[src/rtl/rcc_pkg.sv]
package rcc_pkg;
  localparam int CAUSE_W  = 4;
  localparam int C_POR    = 0;
  localparam int C_HW     = 1;
  localparam int C_SW     = 2;
  localparam int C_WDOG   = 3;
  localparam int MIN_HOLD = 4;

  typedef struct packed {
    logic wdog;
    logic sw;
    logic hw;
    logic por;
  } rcc_evt_t;
endpackage

[src/rtl/rcc_sync.sv]
module rcc_sync #(
  parameter int W      = 2,
  parameter int STAGES = 2
) (
  input  logic         clk,
  input  logic         rst_n,
  input  logic [W-1:0] d,
  output logic [W-1:0] q
);
  logic [W-1:0] stage [STAGES];

  generate
    for (genvar s = 0; s < STAGES; s++) begin : g_stage
      if (s == 0) begin : g_first
        always_ff @(posedge clk or negedge rst_n) begin
          if (!rst_n) stage[s] <= '0;
          else        stage[s] <= d;
        end
      end else begin : g_next
        always_ff @(posedge clk or negedge rst_n) begin
          if (!rst_n) stage[s] <= '0;
          else        stage[s] <= stage[s-1];
        end
      end
    end
  endgenerate

  assign q = stage[STAGES-1];
endmodule

[src/rtl/rcc_hold_classifier.sv]
module rcc_hold_classifier #(
  parameter int DLY_W = 8
) (
  input  logic             clk,
  input  logic             rst_n,
  input  logic             ext_s,
  input  logic             src_s,
  input  logic [DLY_W-1:0] por_delay,
  output logic             por_fire,
  output logic             ext_short
);
  logic [DLY_W-1:0] hold_cnt;
  logic             ext_q;
  logic             por_seen;
  logic             dly_on;

  assign dly_on    = (por_delay != '0);
  assign por_fire  = src_s && dly_on && (hold_cnt == por_delay - 1'b1);
  assign ext_short = ext_q && !ext_s && !por_seen;

  always_ff @(posedge clk or negedge rst_n) begin
    if (!rst_n) begin
      hold_cnt <= '0;
      ext_q    <= 1'b0;
      por_seen <= 1'b0;
    end else begin
      ext_q <= ext_s;
      if (!src_s) begin
        hold_cnt <= '0;
        por_seen <= 1'b0;
      end else begin
        if (hold_cnt != '1) hold_cnt <= hold_cnt + 1'b1;
        if (por_fire)       por_seen <= 1'b1;
      end
    end
  end
endmodule

[src/rtl/rcc_stretch.sv]
module rcc_stretch #(
  parameter int HOLD = 4
) (
  input  logic clk,
  input  logic rst_n,
  input  logic trig,
  output logic active
);
  localparam int CW = $clog2(HOLD + 1);
  logic [CW-1:0] remain;

  always_ff @(posedge clk or negedge rst_n) begin
    if (!rst_n)              remain <= CW'(HOLD);
    else if (trig)           remain <= CW'(HOLD);
    else if (remain != '0)   remain <= remain - 1'b1;
  end

  assign active = (remain != '0);
endmodule

[src/rtl/rcc_cause_reg.sv]
module rcc_cause_reg
  import rcc_pkg::*;
(
  input  logic               clk,
  input  logic               rst_n,
  input  rcc_evt_t           evt,
  input  logic               clr_we,
  input  logic [CAUSE_W-1:0] clr_mask,
  output logic [CAUSE_W-1:0] cause
);
  logic [CAUSE_W-1:0] set_v;
  logic [CAUSE_W-1:0] keep_v;

  always_comb begin
    set_v         = '0;
    set_v[C_HW]   = evt.hw;
    set_v[C_SW]   = evt.sw;
    set_v[C_WDOG] = evt.wdog;
    if (evt.por) set_v = '1;
    keep_v = clr_we ? (cause & ~clr_mask) : cause;
  end

  always_ff @(posedge clk or negedge rst_n) begin
    if (!rst_n) cause <= '1;
    else        cause <= keep_v | set_v;
  end
endmodule

[src/rtl/reset_cause_ctrl.sv]
module reset_cause_ctrl
  import rcc_pkg::*;
#(
  parameter int N_SUPPLY    = 3,
  parameter int GPIO_W      = 8,
  parameter int DLY_W       = 8,
  parameter int HOLD_CYC    = 4,
  parameter int SYNC_STAGES = 2
) (
  input  logic                      clk,
  input  logic [N_SUPPLY-1:0]       supply_ok,
  input  logic                      ext_rst_i,
  input  logic [GPIO_W-1:0]         gpio_i,
  input  logic                      gpio_src_en,
  input  logic [$clog2(GPIO_W)-1:0] gpio_src_sel,
  input  logic                      gpio_src_pol,
  input  logic [DLY_W-1:0]          por_delay,
  input  logic                      hwr_disable,
  input  logic                      sw_rst_req,
  input  logic                      wdog_expire,
  input  logic                      wdog_to_nmi,
  input  logic                      wake_event,
  input  logic                      rst_on_wake,
  input  logic                      status_clr_we,
  input  logic [CAUSE_W-1:0]        status_clr,
  output logic                      por_rst_o,
  output logic                      hw_rst_o,
  output logic                      sw_rst_o,
  output logic                      nmi_o,
  output logic [CAUSE_W-1:0]        status_o
);
  localparam int HOLD_EFF = (HOLD_CYC < MIN_HOLD) ? MIN_HOLD : HOLD_CYC;

  logic       pwr_good;
  logic       gpio_act;
  logic [1:0] raw_req;
  logic [1:0] syn_req;
  logic       ext_s;
  logic       src_s;
  logic       por_fire;
  logic       ext_short;
  logic       hw_from_ext;
  logic       hw_from_wake;
  logic       wdog_rst;
  logic       nmi_q;
  rcc_evt_t   evt;
  logic [2:0] trig;
  logic [2:0] outs;

  assign pwr_good = &supply_ok;
  assign gpio_act = gpio_src_en && (gpio_i[gpio_src_sel] == gpio_src_pol);
  assign raw_req  = {gpio_act, ext_rst_i};

  rcc_sync #(.W(2), .STAGES(SYNC_STAGES)) u_sync (
    .clk   (clk),
    .rst_n (pwr_good),
    .d     (raw_req),
    .q     (syn_req)
  );

  assign ext_s = syn_req[0];
  assign src_s = syn_req[0] | syn_req[1];

  rcc_hold_classifier #(.DLY_W(DLY_W)) u_class (
    .clk       (clk),
    .rst_n     (pwr_good),
    .ext_s     (ext_s),
    .src_s     (src_s),
    .por_delay (por_delay),
    .por_fire  (por_fire),
    .ext_short (ext_short)
  );

  assign hw_from_ext  = ext_short && !hwr_disable;
  assign hw_from_wake = wake_event && rst_on_wake;
  assign wdog_rst     = wdog_expire && !wdog_to_nmi;

  always_comb begin
    evt.por  = por_fire;
    evt.hw   = hw_from_ext | hw_from_wake;
    evt.sw   = sw_rst_req;
    evt.wdog = wdog_rst;
  end

  assign trig[0] = por_fire;
  assign trig[1] = por_fire | hw_from_ext | hw_from_wake | wdog_rst;
  assign trig[2] = sw_rst_req;

  generate
    for (genvar i = 0; i < 3; i++) begin : g_line
      rcc_stretch #(.HOLD(HOLD_EFF)) u_stretch (
        .clk    (clk),
        .rst_n  (pwr_good),
        .trig   (trig[i]),
        .active (outs[i])
      );
    end
  endgenerate

  assign por_rst_o = outs[0];
  assign hw_rst_o  = outs[1];
  assign sw_rst_o  = outs[2];

  always_ff @(posedge clk or negedge pwr_good) begin
    if (!pwr_good) nmi_q <= 1'b0;
    else           nmi_q <= wdog_expire && wdog_to_nmi;
  end
  assign nmi_o = nmi_q;

  rcc_cause_reg u_cause (
    .clk      (clk),
    .rst_n    (pwr_good),
    .evt      (evt),
    .clr_we   (status_clr_we),
    .clr_mask (status_clr),
    .cause    (status_o)
  );
endmodule

[config.mk]
export PLATFORM = sky130hd
export DESIGN_NAME = reset_cause_ctrl
export DESIGN_NICKNAME = d
export VERILOG_FILES = /design/src/rtl/rcc_pkg.sv /design/src/rtl/rcc_sync.sv /design/src/rtl/rcc_hold_classifier.sv /design/src/rtl/rcc_stretch.sv /design/src/rtl/rcc_cause_reg.sv /design/src/rtl/reset_cause_ctrl.sv
export SDC_FILE = /design/constraint.sdc
export NUM_CORES = 1
export LEC_CHECK = 0
export BUFFER_PORTS_ARGS = -buffer_cell sky130_fd_sc_hd__buf_4
export CAP_MARGIN = 20
export CORE_ASPECT_RATIO = 1.4
export CORE_UTILIZATION = 50
export DETAILED_ROUTE_END_ITERATION = 8
export PLACE_DENSITY = 0.77
export SYNTH_ARGS = -nofsm -noshare
export SYNTH_HDL_FRONTEND = slang
export SYNTH_SLANG_ARGS = --single-unit
export TNS_END_PERCENT = 100
[constraint.sdc]
create_clock -name clk -period 4.29 [get_ports clk]
set_input_delay 0.6435 -clock clk [delete_from_list [all_inputs] [get_ports clk]]
set_output_delay 0.6435 -clock clk [all_outputs]
set_load 0.02 [all_outputs]
## Yosys cells after proc, flatten, opt, wreduce, memory -nomap -nowiden

Index checks and enable logic that the tools add are counted.
W data, S select, Z words.

| cells by class | value |
|---|---|
| $add $sub $neg | 5 |
| $lt $le $gt $ge | 1 |
| equality and inequality tests | 5 |
| mux-type cells | 14 |
| bitwise gates (word level) | 8 |
| reductions and logical operators | 21 |

Operators by type and width:

| operator | number |
|---|---|
| $mux W3 | 6 |
| $mux W8 | 2 |
| $logic_and A1 B1 Y1 | 9 |
| $reduce_bool A3 Y1 | 3 |
| $sub A3 B1 Y3 const B | 3 |
| $add A8 B1 Y8 const B | 1 |
| $eq A8 B8 Y1 | 1 |
| $mux W4 | 2 |
| $ne A8 B8 Y1 const B | 1 |
| $reduce_bool A8 Y1 | 1 |
| $sub A8 B1 Y8 const B | 1 |
| $reduce_bool A2 Y1 | 3 |
| $or A1 B1 Y1 | 5 |
| $and A4 B4 Y4 | 1 |
| $logic_not A1 Y1 | 4 |
| $lt A3 B4 Y1 const B | 1 |
| $ne A2 B2 Y1 const B | 2 |
| $not A4 Y4 | 1 |
| $or A4 B4 Y4 | 1 |
| $bmux W1 S3 | 1 |
| $mux W1 | 3 |
| $reduce_and A3 Y1 | 1 |
| $eq A1 B1 Y1 | 1 |

| storage, ports and cells | value |
|---|---|
| register bits after elaboration | 28 |
| bits of input ports | 37 |
| output and inout bits | 8 |

## Longest topological paths before layout

Gate-level depths: netlist (run 1).

| logic depth | value |
|---|---|
| depth after elaboration | 8 |
| mapped depth | 8 |
| depth with buffers taken out | 7 |

## By module

A second synthesis (run 1) with hierarchy kept.

| unflattened totals | value |
|---|---|
| cells, all modules | 175 |
| area total of the unflattened synthesis | 1751.7 µm² |

By module, submodules not included:

| module | times used | cells an instance | area an instance (µm²) | sequential area each (µm²) |
|---|---|---|---|---|
| rcc_hold_classifier | 1 | 91 | 783.3 | 250.2 |
| rcc_stretch | 3 | 16 | 178.9 | 76.3 |
| reset_cause_ctrl | 1 | 18 | 162.7 | 25.0 |
| rcc_cause_reg | 1 | 12 | 153.9 | 105.1 |
| rcc_sync | 1 | 6 | 115.1 | 100.1 |

## Worst setup path before layout (run 1)

OpenSTA, ideal clock, no wires.

| path | value |
|---|---|
| path kind | input to register |
| start point | input port por_delay[0] |
| end point | register g_line[1].u_stretch.remain[1] |
| setup time | 0.120 ns |
| arrival time | 1.949 ns |
| slack | 2.222 ns |
| stages | 8 |
| cells stage by stage | inv_1 > ha_1 > or3b_4 > xnor2_1 > and3_1 > o2111ai_1 > buf_4 > and3_1 |

| between the ends | value |
|---|---|
| cells in the longest elaborated chain, start to end | 7 |

RTL lines:

| what | line | RTL |
|---|---|---|
| start: declaration | reset_cause_ctrl.sv:17 | `input logic [DLY_W-1:0] por_delay,` |
| $sub A8 B1 Y8 or $reduce_bool A8 Y1 (tied branches) | rcc_hold_classifier.sv:18, rcc_hold_classifier.sv:17 |  |
| $eq A8 B8 Y1 or $logic_and A1 B1 Y1 (tied branches) | rcc_hold_classifier.sv:18 | `assign por_fire = src_s && dly_on && (hold_cnt == por_delay - 1'b1);` |
| $logic_and A1 B1 Y1 * | rcc_hold_classifier.sv:18 |  |
| $or A1 B1 Y1 * (3 in series) | reset_cause_ctrl.sv:86 | `assign trig[1] = por_fire \| hw_from_ext \| hw_from_wake \| wdog_rst;` |
| $mux W3 or $reduce_bool A2 Y1 (tied branches) | - |  |
| end signal: assignment | rcc_stretch.sv:13 | `if (!rst_n) remain <= CW'(HOLD);` |
| end signal: assignment | rcc_stretch.sv:14 | `else if (trig) remain <= CW'(HOLD);` |
| end signal: assignment | rcc_stretch.sv:15 | `else if (remain != '0) remain <= remain - 1'b1;` |
| end: declaration | rcc_stretch.sv:10 | `logic [CW-1:0] remain;` |

Mark *: on every way between the ends. The rest lies on a longest branch, timed or not.
A chain may end at the register's enable or synchronous reset.

## Worst setup path after layout (run 1)

| path | value |
|---|---|
| start point | input port por_delay[0] |
| end point | register g_line[0].u_stretch.remain[0] |

| between the ends | value |
|---|---|
| cells in the longest elaborated chain, start to end | 4 |

RTL lines:

| what | line |
|---|---|
| $sub A8 B1 Y8 or $reduce_bool A8 Y1 (tied branches) | rcc_hold_classifier.sv:18, rcc_hold_classifier.sv:17 |
| $eq A8 B8 Y1 or $logic_and A1 B1 Y1 (tied branches) | rcc_hold_classifier.sv:18 |
| $logic_and A1 B1 Y1 * | rcc_hold_classifier.sv:18 |
| $mux W3 or $reduce_bool A2 Y1 (tied branches) | - |
| end signal: assignment | rcc_stretch.sv:13 |
| end signal: assignment | rcc_stretch.sv:14 |
| end signal: assignment | rcc_stretch.sv:15 |
| end: declaration | rcc_stretch.sv:10 |

Marks and branches as above.

==> run metrics, run 1 <==
max-slew violation count 0; Netlist cell types 34; Via Count 1263; clock buffer depth 2; port buffer count 44; Worst Setup End Kind register; CP startpoint kind input pin; Reg-to-Reg Start u_class.hold_cnt[3]; critical path data required time 4460 ps; Synthesis Warnings 0; synthesized flop and latch total 28; Final nets 253; initial DRC count 18; Die Y-Extent 68.4 um; total track usage 20.8%; vias in the first global route 1287; Ant. Diodes 0; non-filler cells, final 243; Async S/R FF share, synth 100%; metal3 WL 91 um; gpl congestion 0.903; critical path type in -> reg; first-pass GRT wire length 5220 um; crit path max fanout 11; DRT Pass-1 Iters 4; post-synthesis sequential area ratio 45.0%; Yosys top cell by area dfrtp_1; final-report hold violation count 0; Routed WL 3200 um; final setup fails 0; dpl hpwl 2530 um; Die X-Extent 49.5 um; area grow syn2layout 28.4%; clock skew 2.93 ps; EDFF count, synth 0; met2 wire len 1820 um; Pleak 1.01 nW; metal1 wirelength 1230 um; # IOs 45; # resized after CTS 0; Avg Vias per Cell 5.20; routed len/inst 13.2 um; setup repair bufs after CTS 0; remaining routing DRC violations 0; Yosys top cell area share 33.3%; Worst Hold Depth 0; Synth Instances 158; global route overflow 0; RSZ-0062 raised after global routing no; register area 709 um^2; Fillers 243; Cells after DPL 239; slowest cell on the critical path or3b_4; Starting Density 53.7%; R2R depth 5; min-delay src u_sync.stage[3]; # H-tree levels 1; root buf cell clkbuf_8; area occupied by multi-input gates 815 um^2; Mapped Avg Cell Area 9.98 um^2; hold buffers post-CTS 0; Core Rows 23; Sink Count 28; Slew Limit Headroom 47.7%; largest stage delay on the critical path 400 ps; fmax 0.438 GHz; reg2reg setup slack 2300 ps; final setup TNS 0 ps; fraction of layout cells with a size suffix above 1 29.1%; maximum vdd ir drop 0.383 mV; initial antenna violation count 0; CORE AREA 0.00294 mm^2; ys flop type dfrtp_1; Die ar. 0.00338 mm^2; status finished, final reports clean; Post-Syn Area 0.00158 mm^2; WP data arrival 2450 ps; RR Endpoint g_line[0].u_stretch.remain[0]; largest net degree at the start of global routing 29; PwrDens 438 mW/mm^2; fin crit share 53.2%; top post-synthesis cells by area dfrtp_1, dfstp_2, ha_1; worst slew pin tran 783 ps; crit path cell chain buf_4 > inv_1 > ha_1 > or3b_4 > xnor2_1 > and3_1 > o2111ai_1 > and2_1; hold crit path type reg -> reg; Max Used Layer met4; syn_nets 204; worst skew pair latency 280 ps; CTS clock-pin slew for the worst setup and hold paths 90 ps; CTS buffer count 3; Pwr Total 0.886 mW; crit path time final 2280 ps; TritonCTS clock tree done; Min-Delay Endpoint u_sync.q[1]; max cap viols 0; Antenna Nets Post-Route 0
==> cell usage after synthesis, types with 2 or more instances <==
cell and count:
dfrtp_1 21, nand2_1 18, nor2_1 14, inv_1 12
xnor2_1 12, ha_1 9, a21oi_1 7, and3_1 7
dfstp_2 7, xor2_1 7, and2_1 4, nand3_1 4
nor2b_1 4, mux2i_1 3, nor3_1 3, o21ai_0 3
mux4_2 2, nand2b_1 2, nand4_1 2, o2111ai_1 2
o31ai_1 2
==> per-layer routing <==
layer  global-route usage (%)  vias up
li1                         -      631
met4                     9.64        0
met2                     40.8       33
met1                     21.9      592
met5                        0        -
met3                     2.67        7
==> power breakdown <==
| group | leakage, nW | internal, mW | switching (mW) |
|---|---|---|---|
| clock | 0.0357 | 0.125 | 0.0814 |
| combinational | 0.622 | 0.156 | 0.155 |
| sequential | 0.349 | 0.332 | 0.0371 |
==> through the flow <==
step                worst slack, ps  utilization, %  hold slack, ps  cell area, um^2
floorplan                      2220               -             331             1580
global placement               1820            66.5             334             1950
detailed placement             1660            66.5             335             1950
CTS                            2000            69.0             356             2020
global route                   1830            69.0             372             2020
finish                         2010            69.0             355             2020
==> sequential cells by signal, summed over array words and instances, names as in the netlist <==
signal / cells
nmi_o: 1
u_class.ext_q: 1
u_class.por_seen: 1
u_sync.stage: 2
u_cause.cause: 4
u_sync.q: 2
u_class.hold_cnt: 8
g_line.u_stretch.remain: 9
==> worst max path at each step <==
stage	from	end	slack [ps]	depth (start not counted)
final	por_delay[0]	g_line[0].u_stretch.remain[0]	2010	8
after global routing	por_delay[0]	g_line[1].u_stretch.remain[1]	1830	8
after CTS	por_delay[0]	g_line[0].u_stretch.remain[0]	2000	8
after detailed placement	por_delay[0]	g_line[1].u_stretch.remain[0]	1660	8
after global placement	por_delay[0]	g_line[1].u_stretch.remain[1]	1820	8
after floorplan	por_delay[0]	g_line[1].u_stretch.remain[1]	2220	8
==> cells in the final DEF (no fill, tap or decap), types with 2 or more instances in the layout <==
cell type	synthesis	final
a21oi_1	7	7
and2_1	4	4
and3_1	7	7
buf_4	1	45
clkbuf_8	0	3
dfrtp_1	21	21
dfstp_2	7	7
ha_1	9	9
inv_1	12	12
mux2i_1	3	3
mux4_2	2	2
nand2_1	18	18
nand2b_1	2	2
nand3_1	4	4
nand4_1	2	2
nor2_1	14	14
nor2b_1	4	4
nor3_1	3	3
o2111ai_1	2	2
o21ai_0	3	3
o31ai_1	2	2
xnor2_1	12	12
xor2_1	7	7
==> cell type report <==
type,instances,share of cell area (%)
Multi-Input combinational cell,117,40.2
Sequential cell,28,35.0
Timing Repair Buffer,45,16.7
Tap cell,37,2.29
Inverter,12,2.22
Clock buffer,3,2.04
Clock inverter,1,1.48
==> logic make-up (layout without fill, tap and decap cells) <==
logic type               after synthesis  in the layout  share of synthesized area, %
AO/OA/AOI/OAI                         20             20                          8.49
adder cells (fa/ha/maj)                9              9                          7.14
buffers and inverters                 13             61                          3.33
AND/OR/NAND/NOR                       64             64                          20.7
multiplexers                           5              5                          4.76
XOR/XNOR                              19             19                          10.6
flip-flops                            28             28                          45.0
==> critical path: cells and delay by family <==
family	cells	cell delay (ps)
AOI/OAI and AO/OA	1	390
buffers and inverters	2	190
and+or+nand+nor	3	870
adders and majority gates	1	180
xor gates and xnor gates	1	160
Note: power is estimated with default switching activity, not from simulation.
==> run 2: changes to the inputs <==
- CORE_UTILIZATION: 50 -> 46
- PLACE_DENSITY: 0.77 -> 0.75
- clock period: 4.29 -> 1.9 ns (I/O delays scaled with it)
==> run 2 against run 1 <==
Effect of this change:
- clock skew increased by 2.6 ps
- global-route usage decreased by 0.77 points
- die area increased by 8.4%
- clock-buffer cell count unchanged
- critical endpoint unchanged
- largest cell class unchanged
==> run metrics, run 2 (synthesized netlist as in run 1, its figures left out) <==
final setup fails 0 (unchanged); max-slew violation count 0 (unchanged); total track usage 20.0% (-0.77 points); Internal 1.39 mW (+130%); status finished, final reports clean; gpl congestion 0.717 (-21%); Via Count 1310 (+3.7%); clock buffer depth 2 (unchanged); Worst Setup End Kind register; Psw 0.631 mW (+130%); setup repair bufs after CTS 0 (unchanged); port buffer count 44 (unchanged); DRT Pass-1 Iters 4 (unchanged); max cap viols 0 (unchanged); Pleak 1.02 nW (+0.91%); Die ar. 0.00367 mm^2 (+8.4%); slowest cell on the critical path dfrtp_1; top flop regs g_line.u_stretch.remain x9, u_class.hold_cnt x8, u_cause.cause x4; Avg Vias per Cell 5.30 (+2.0%); Slew Limit Headroom 64.9% (+17 points); Antenna Nets Post-Route 0 (unchanged); pre-CTS setup slack -56.0 ps (-1720 ps); root buf cell clkbuf_8; PwrDens 988 mW/mm^2 (+130%); Core Rows 24 (+4.3%); worst skew pair latency 280 ps (about the same); global route overflow 0 (unchanged); largest stage delay on the critical path 460 ps (+60 ps); WP buf/inv 1 (-1); fmax 0.570 GHz; hold buffers post-CTS 0 (unchanged); # IOs 45 (unchanged); clock skew 5.55 ps (+2.62 ps); first-pass GRT wire length 5470 um (+4.7%); largest net degree at the start of global routing 29 (unchanged); CTS buffer count 3 (unchanged); commonest non-fill, non-tap cell in the layout buf_4; Starting Density 49.5% (-4.2 points); Routed WL 3220 um (+0.72%); final setup TNS 0 ps (unchanged); Die X-Extent 51.5 um (+4.1%); CP delay by family, top flip-flops; CORE AREA 0.00318 mm^2 (+8.4%); area grow syn2layout 29.5%; routed len/inst 13.1 um (-0.91%); worst slew pin tran 520 ps (-263 ps); Final nets 255 (+0.79%); CP startpoint kind register; WP data arrival 1930 ps (-520 ps); vias in the first global route 1355 (+5.3%); Seq pwr share 41.7% (about the same); hold crit path type in -> reg; initial DRC count 31 (+13); most used cell, CP xnor2_1; initial antenna violation count 0 (unchanged); Ant. Diodes 0 (unchanged); final-report hold violation count 0 (unchanged); Final WS setup 146 ps (-1860 ps); Die Y-Extent 71.3 um (+4.1%); switch share 31.3% (+0.40 points); RSZ-0062 raised after global routing no; critical path type reg -> reg; critical path data required time 2080 ps (-2380 ps); fraction of layout cells with a size suffix above 1 29.8% (+0.68 points); Clk network pwr share 23.2% (about the same); Reg with most FFs g_line.u_stretch.remain; TritonCTS clock tree done; Comb power frac 35.1% (about the same); commonest non-fill, non-tap cells in the layout buf_4, dfrtp_1, nand2_1, nor2_1; DP Area 0.00197 mm^2 (+0.90%); crit path time final 1750 ps; fin crit share 92.3%; crit path max fanout 11 (unchanged); CTS clock-pin slew for the worst setup and hold paths 90 ps (about the same); dpl hpwl 2630 um (+3.8%); crit path cell chain xnor2_1 > xnor2_1 > o31ai_1 > o2111ai_1 > buf_4 > and2_1; final instance area 0.00204 mm^2 (+0.87%); maximum vdd ir drop 0.649 mV (+69%); Sink Count 28 (unchanged); Largest register FFs 9 (unchanged); remaining routing DRC violations 0 (unchanged); # H-tree levels 1 (unchanged); # resized after CTS 0 (unchanged)
-- run 2: changes by cell type in the layout (fill, tap and decap cells not counted) --
| cell | change |
|---|---|
| buf_4 | +2 |
-- run 2: per-stage QoR --
| step | util (%) | hold WS (ps) | total power, mW | cells |
|---|---|---|---|---|
| 2_1_floorplan | - | 316 | 1.32 | 158 |
| 3_3_place_gp | 61.9 | 334 | 1.50 | 243 |
| 3_5_place_dp | 61.9 | 336 | 1.57 | 243 |
| 4_1_cts | 64.2 | 104 | 2.04 | 247 |
| 5_1_grt | 64.2 | 96.0 | 2.17 | 247 |
| 6_report | 64.2 | 109 | 2.02 | 247 |
-- run 2: final timing paths --
path                                     startpoint                             to  slack, ps  cells past startpoint
worst min-delay path                      ext_rst_i                u_sync.stage[2]        110                      1
min in group asynchronous              supply_ok[1]            u_class.hold_cnt[4]        120                      3
worst max register to register  u_class.hold_cnt[3]  g_line[0].u_stretch.remain[0]        150                      6
worst min register to register      u_sync.stage[2]                    u_sync.q[0]        360                      0
max in group asynchronous              supply_ok[2]  g_line[1].u_stretch.remain[2]       1470                      3
worst max-delay path            u_class.hold_cnt[3]  g_line[0].u_stretch.remain[0]        150                      6
-- run 2: layer usage --
layer / global-route usage (%) / routed length (um) / vias to the layer above
li1: - / - / 637
met1: 21.3 / 1290 / 625
met2: 36.7 / 1730 / 41
met3: 3.40 / 133 / 7
met4: 9.91 / 78 / 0
met5: 0 / 0 / -
-- run 2: area by class of cell --
class / instances / area, um^2
Multi-Input combinational cell: 117 / 815
Tap cell: 39 / 48.8
Fill cell: 254 / 1140
Clock buffer: 3 / 41.3
Timing Repair Buffer: 47 / 353
Sequential cell: 28 / 709
Inverter: 12 / 45.0
Clock inverter: 1 / 30.0
-- run 2: power by group through the flow --
stage	clock [mW]	sequential, mW	combinational [mW]
after floorplan	0	0.835	0.487
after global placement	0	0.838	0.660
after detailed placement	0	0.851	0.714
after CTS	0.481	0.841	0.717
after global routing	0.504	0.859	0.805
final	0.467	0.841	0.709
==> run 3: changes to the inputs <==
- CORE_ASPECT_RATIO: 1.4 -> default
==> run 3 against run 2 <==
Effect of this change:
- design area up 0.24%
- combinational power about the same
- critical path type is now reg -> out
- routed wire length down 1.1%
- sequential power about the same
- largest power group unchanged
- non-clock buffer count up 2
- clock power down 18%
- clock-buffer cell count unchanged
- sequential share of layout area down 0.085 points
- via count down 1.6%
- power down 4.4%
- flip-flop and latch count unchanged
==> run metrics, run 3 (synthesized netlist as in run 1, its figures left out) <==
status finished, final reports clean; Starting Density 50.0% (+0.47 points); gpl congestion 0.763 (+6.5%); Internal 1.32 mW (-4.7%); Die X-Extent 60.5 um (+18%); dpl hpwl 2590 um (-1.4%); Reg with most FFs g_line.u_stretch.remain; final-report hold violation count 0 (unchanged); pre-CTS setup slack -49.4 ps (+6.59 ps); Avg Vias per Cell 5.07 (-4.3%); global route overflow 0 (unchanged); max cap viols 0 (unchanged); fin crit share 89.4% (-2.9 points); fraction of layout cells with a size suffix above 1 31.0% (+1.1 points); Comb power frac 36.8% (+1.7 points); remaining routing DRC violations 0 (unchanged); initial antenna violation count 0 (unchanged); maximum vdd ir drop 0.428 mV (-34%); critical path type reg -> out; TritonCTS clock tree done; Die ar. 0.00367 mm^2 (about the same); hold crit path type in -> async; fmax 0.589 GHz (+3.3%); area grow syn2layout 29.8%; commonest non-fill, non-tap cell in the layout buf_4; WP data arrival 1410 ps (-520 ps); CTS buffer count 3 (unchanged); CORE AREA 0.00315 mm^2 (-0.94%); Via Count 1289 (-1.6%); Clk network pwr share 19.8% (-3.4 points); slowest cell on the critical path dfrtp_1; DRT Pass-1 Iters 4 (unchanged); Psw 0.608 mW (-3.7%); RSZ-0062 raised after global routing no; Ant. Diodes 0 (unchanged); R2R depth 6 (unchanged); worst skew pair latency 330 ps (+50 ps); port buffer count 44 (unchanged); crit path time final 1700 ps (-56.0 ps); Seq pwr share 43.4% (+1.7 points); clock buffer depth 2 (unchanged); clock skew 6.54 ps (+0.992 ps); Die Y-Extent 60.5 um (-15%); max-slew violation count 0 (unchanged); worst slew pin tran 434 ps (-85.5 ps); largest stage delay on the critical path 420 ps (-40 ps); top flop regs g_line.u_stretch.remain x9, u_class.hold_cnt x8, u_cause.cause x4; crit path max fanout 4 (-7); largest net degree at the start of global routing 29 (unchanged); RR Endpoint g_line[1].u_stretch.remain[0]; switch share 31.5% (+0.20 points); Antenna Nets Post-Route 0 (unchanged); final setup fails 0 (unchanged); PwrDens 943 mW/mm^2 (-4.6%); Sink Count 28 (unchanged); CP delay by family, top flip-flops; Core Rows 20 (-17%); root buf cell clkbuf_4; total track usage 19.3% (-0.70 points); CP startpoint kind register; initial DRC count 45 (+45%); Slew Limit Headroom 70.7% (+5.8 points); crit path cell chain inv_1 > ha_1 > nor2b_2 > inv_1 > buf_4; first-pass GRT wire length 5220 um (-4.7%); Reg-to-Reg Start u_class.hold_cnt[3]; Crit. Startpoint g_line[1].u_stretch.remain[0]; routed len/inst 12.6 um (-3.8%); Pleak 1.02 nW (+0.15%); hold buffers post-CTS 0 (unchanged); Final nets 257 (+0.78%); final core occ 64.9% (+0.77 points); crit path capture hw_rst_o; CTS clock-pin slew for the worst setup and hold paths 140 ps (+50 ps); reg2reg setup slack 240 ps (+90 ps); vias in the first global route 1287 (-5.0%); commonest non-fill, non-tap cells in the layout buf_4, dfrtp_1, nand2_1, nor2_1; # IOs 45 (unchanged); most used cell, CP inv_1; Routed WL 3190 um (-1.1%); Worst Setup End Kind output pin; Largest register FFs 9 (unchanged); # H-tree levels 1 (unchanged); Final WS setup 202 ps (+56.0 ps); critical path depth 5 (-1); WP buf/inv 3 (+2); critical path data required time 1620 ps (-460 ps)
[run 3: cell count changes in the layout (fill, tap and decap cells not counted), sizes merged]
cell | previous run | this run
buf | 47 | 49
[run 3: how the worst min path moves through the flow]
stage	from	to	slack, ps
2_1_floorplan	ext_rst_i	u_sync.stage[2]	320
3_3_place_gp	u_sync.stage[3]	u_sync.q[1]	330
3_5_place_dp	u_sync.stage[2]	u_sync.q[0]	340
4_1_cts	ext_rst_i	u_sync.stage[2]	40
5_1_grt	ext_rst_i	u_sync.stage[2]	30
6_report	supply_ok[1]	g_line[2].u_stretch.remain[0]	50
[run 3: repair_timing]
action,4_1_cts,5_1_grt
setup endpoints to repair,0,2
endpoints found under the hold margin,0,0
buffers inserted,0,2
resized for setup,0,1
[run 3: routing by layer]
metal  wire, um  vias to the layer above  global-route usage, %
li1           -                      643                      -
met1       1290                      614                   21.8
met2       1740                       30                   36.4
met3        131                        2                   2.99
met4         20                        0                   7.14
met5          0                        -                      0
[run 3: tightest hold or removal path: cells and delay by family]
| family | cells | cell delay (ps) |
|---|---|---|
| buf+inv | 2 | 390 |
| simple gates | 1 | 130 |
[run 3: area by class of cell]
| type | instances | area, um^2 |
|---|---|---|
| Fill cell | 285 | 1110 |
| Tap cell | 44 | 55.1 |
| Sequential cell | 28 | 709 |
| Clock inverter | 1 | 30.0 |
| Inverter | 12 | 45.0 |
| Timing Repair Buffer | 49 | 368 |
| Multi-Input combinational cell | 117 | 817 |
| Clock buffer | 3 | 22.5 |
[run 3: power by group through the flow]
stage          combinational, mW  clock [mW]  sequential [mW]
2_1_floorplan              0.487           0            0.835
3_3_place_gp               0.666           0            0.838
3_5_place_dp               0.719           0            0.847
4_1_cts                    0.721       0.396            0.836
5_1_grt                    0.805       0.414            0.854
6_report                   0.711       0.381            0.838
[run 3: through the flow]
| step | setup TNS [ps] | std cells | hold WS, ps | power [mW] | cell area, um^2 |
|---|---|---|---|---|---|
| final | 0 | 254 | 50.1 | 1.93 | 2050 |
| after global routing | 0 | 254 | 28.1 | 2.07 | 2050 |
| after CTS | 0 | 252 | 36.7 | 1.95 | 2030 |
| after detailed placement | -154 | 248 | 342 | 1.57 | 1980 |
| after global placement | 0 | 248 | 332 | 1.50 | 1980 |
| after floorplan | 0 | 158 | 316 | 1.32 | 1580 |
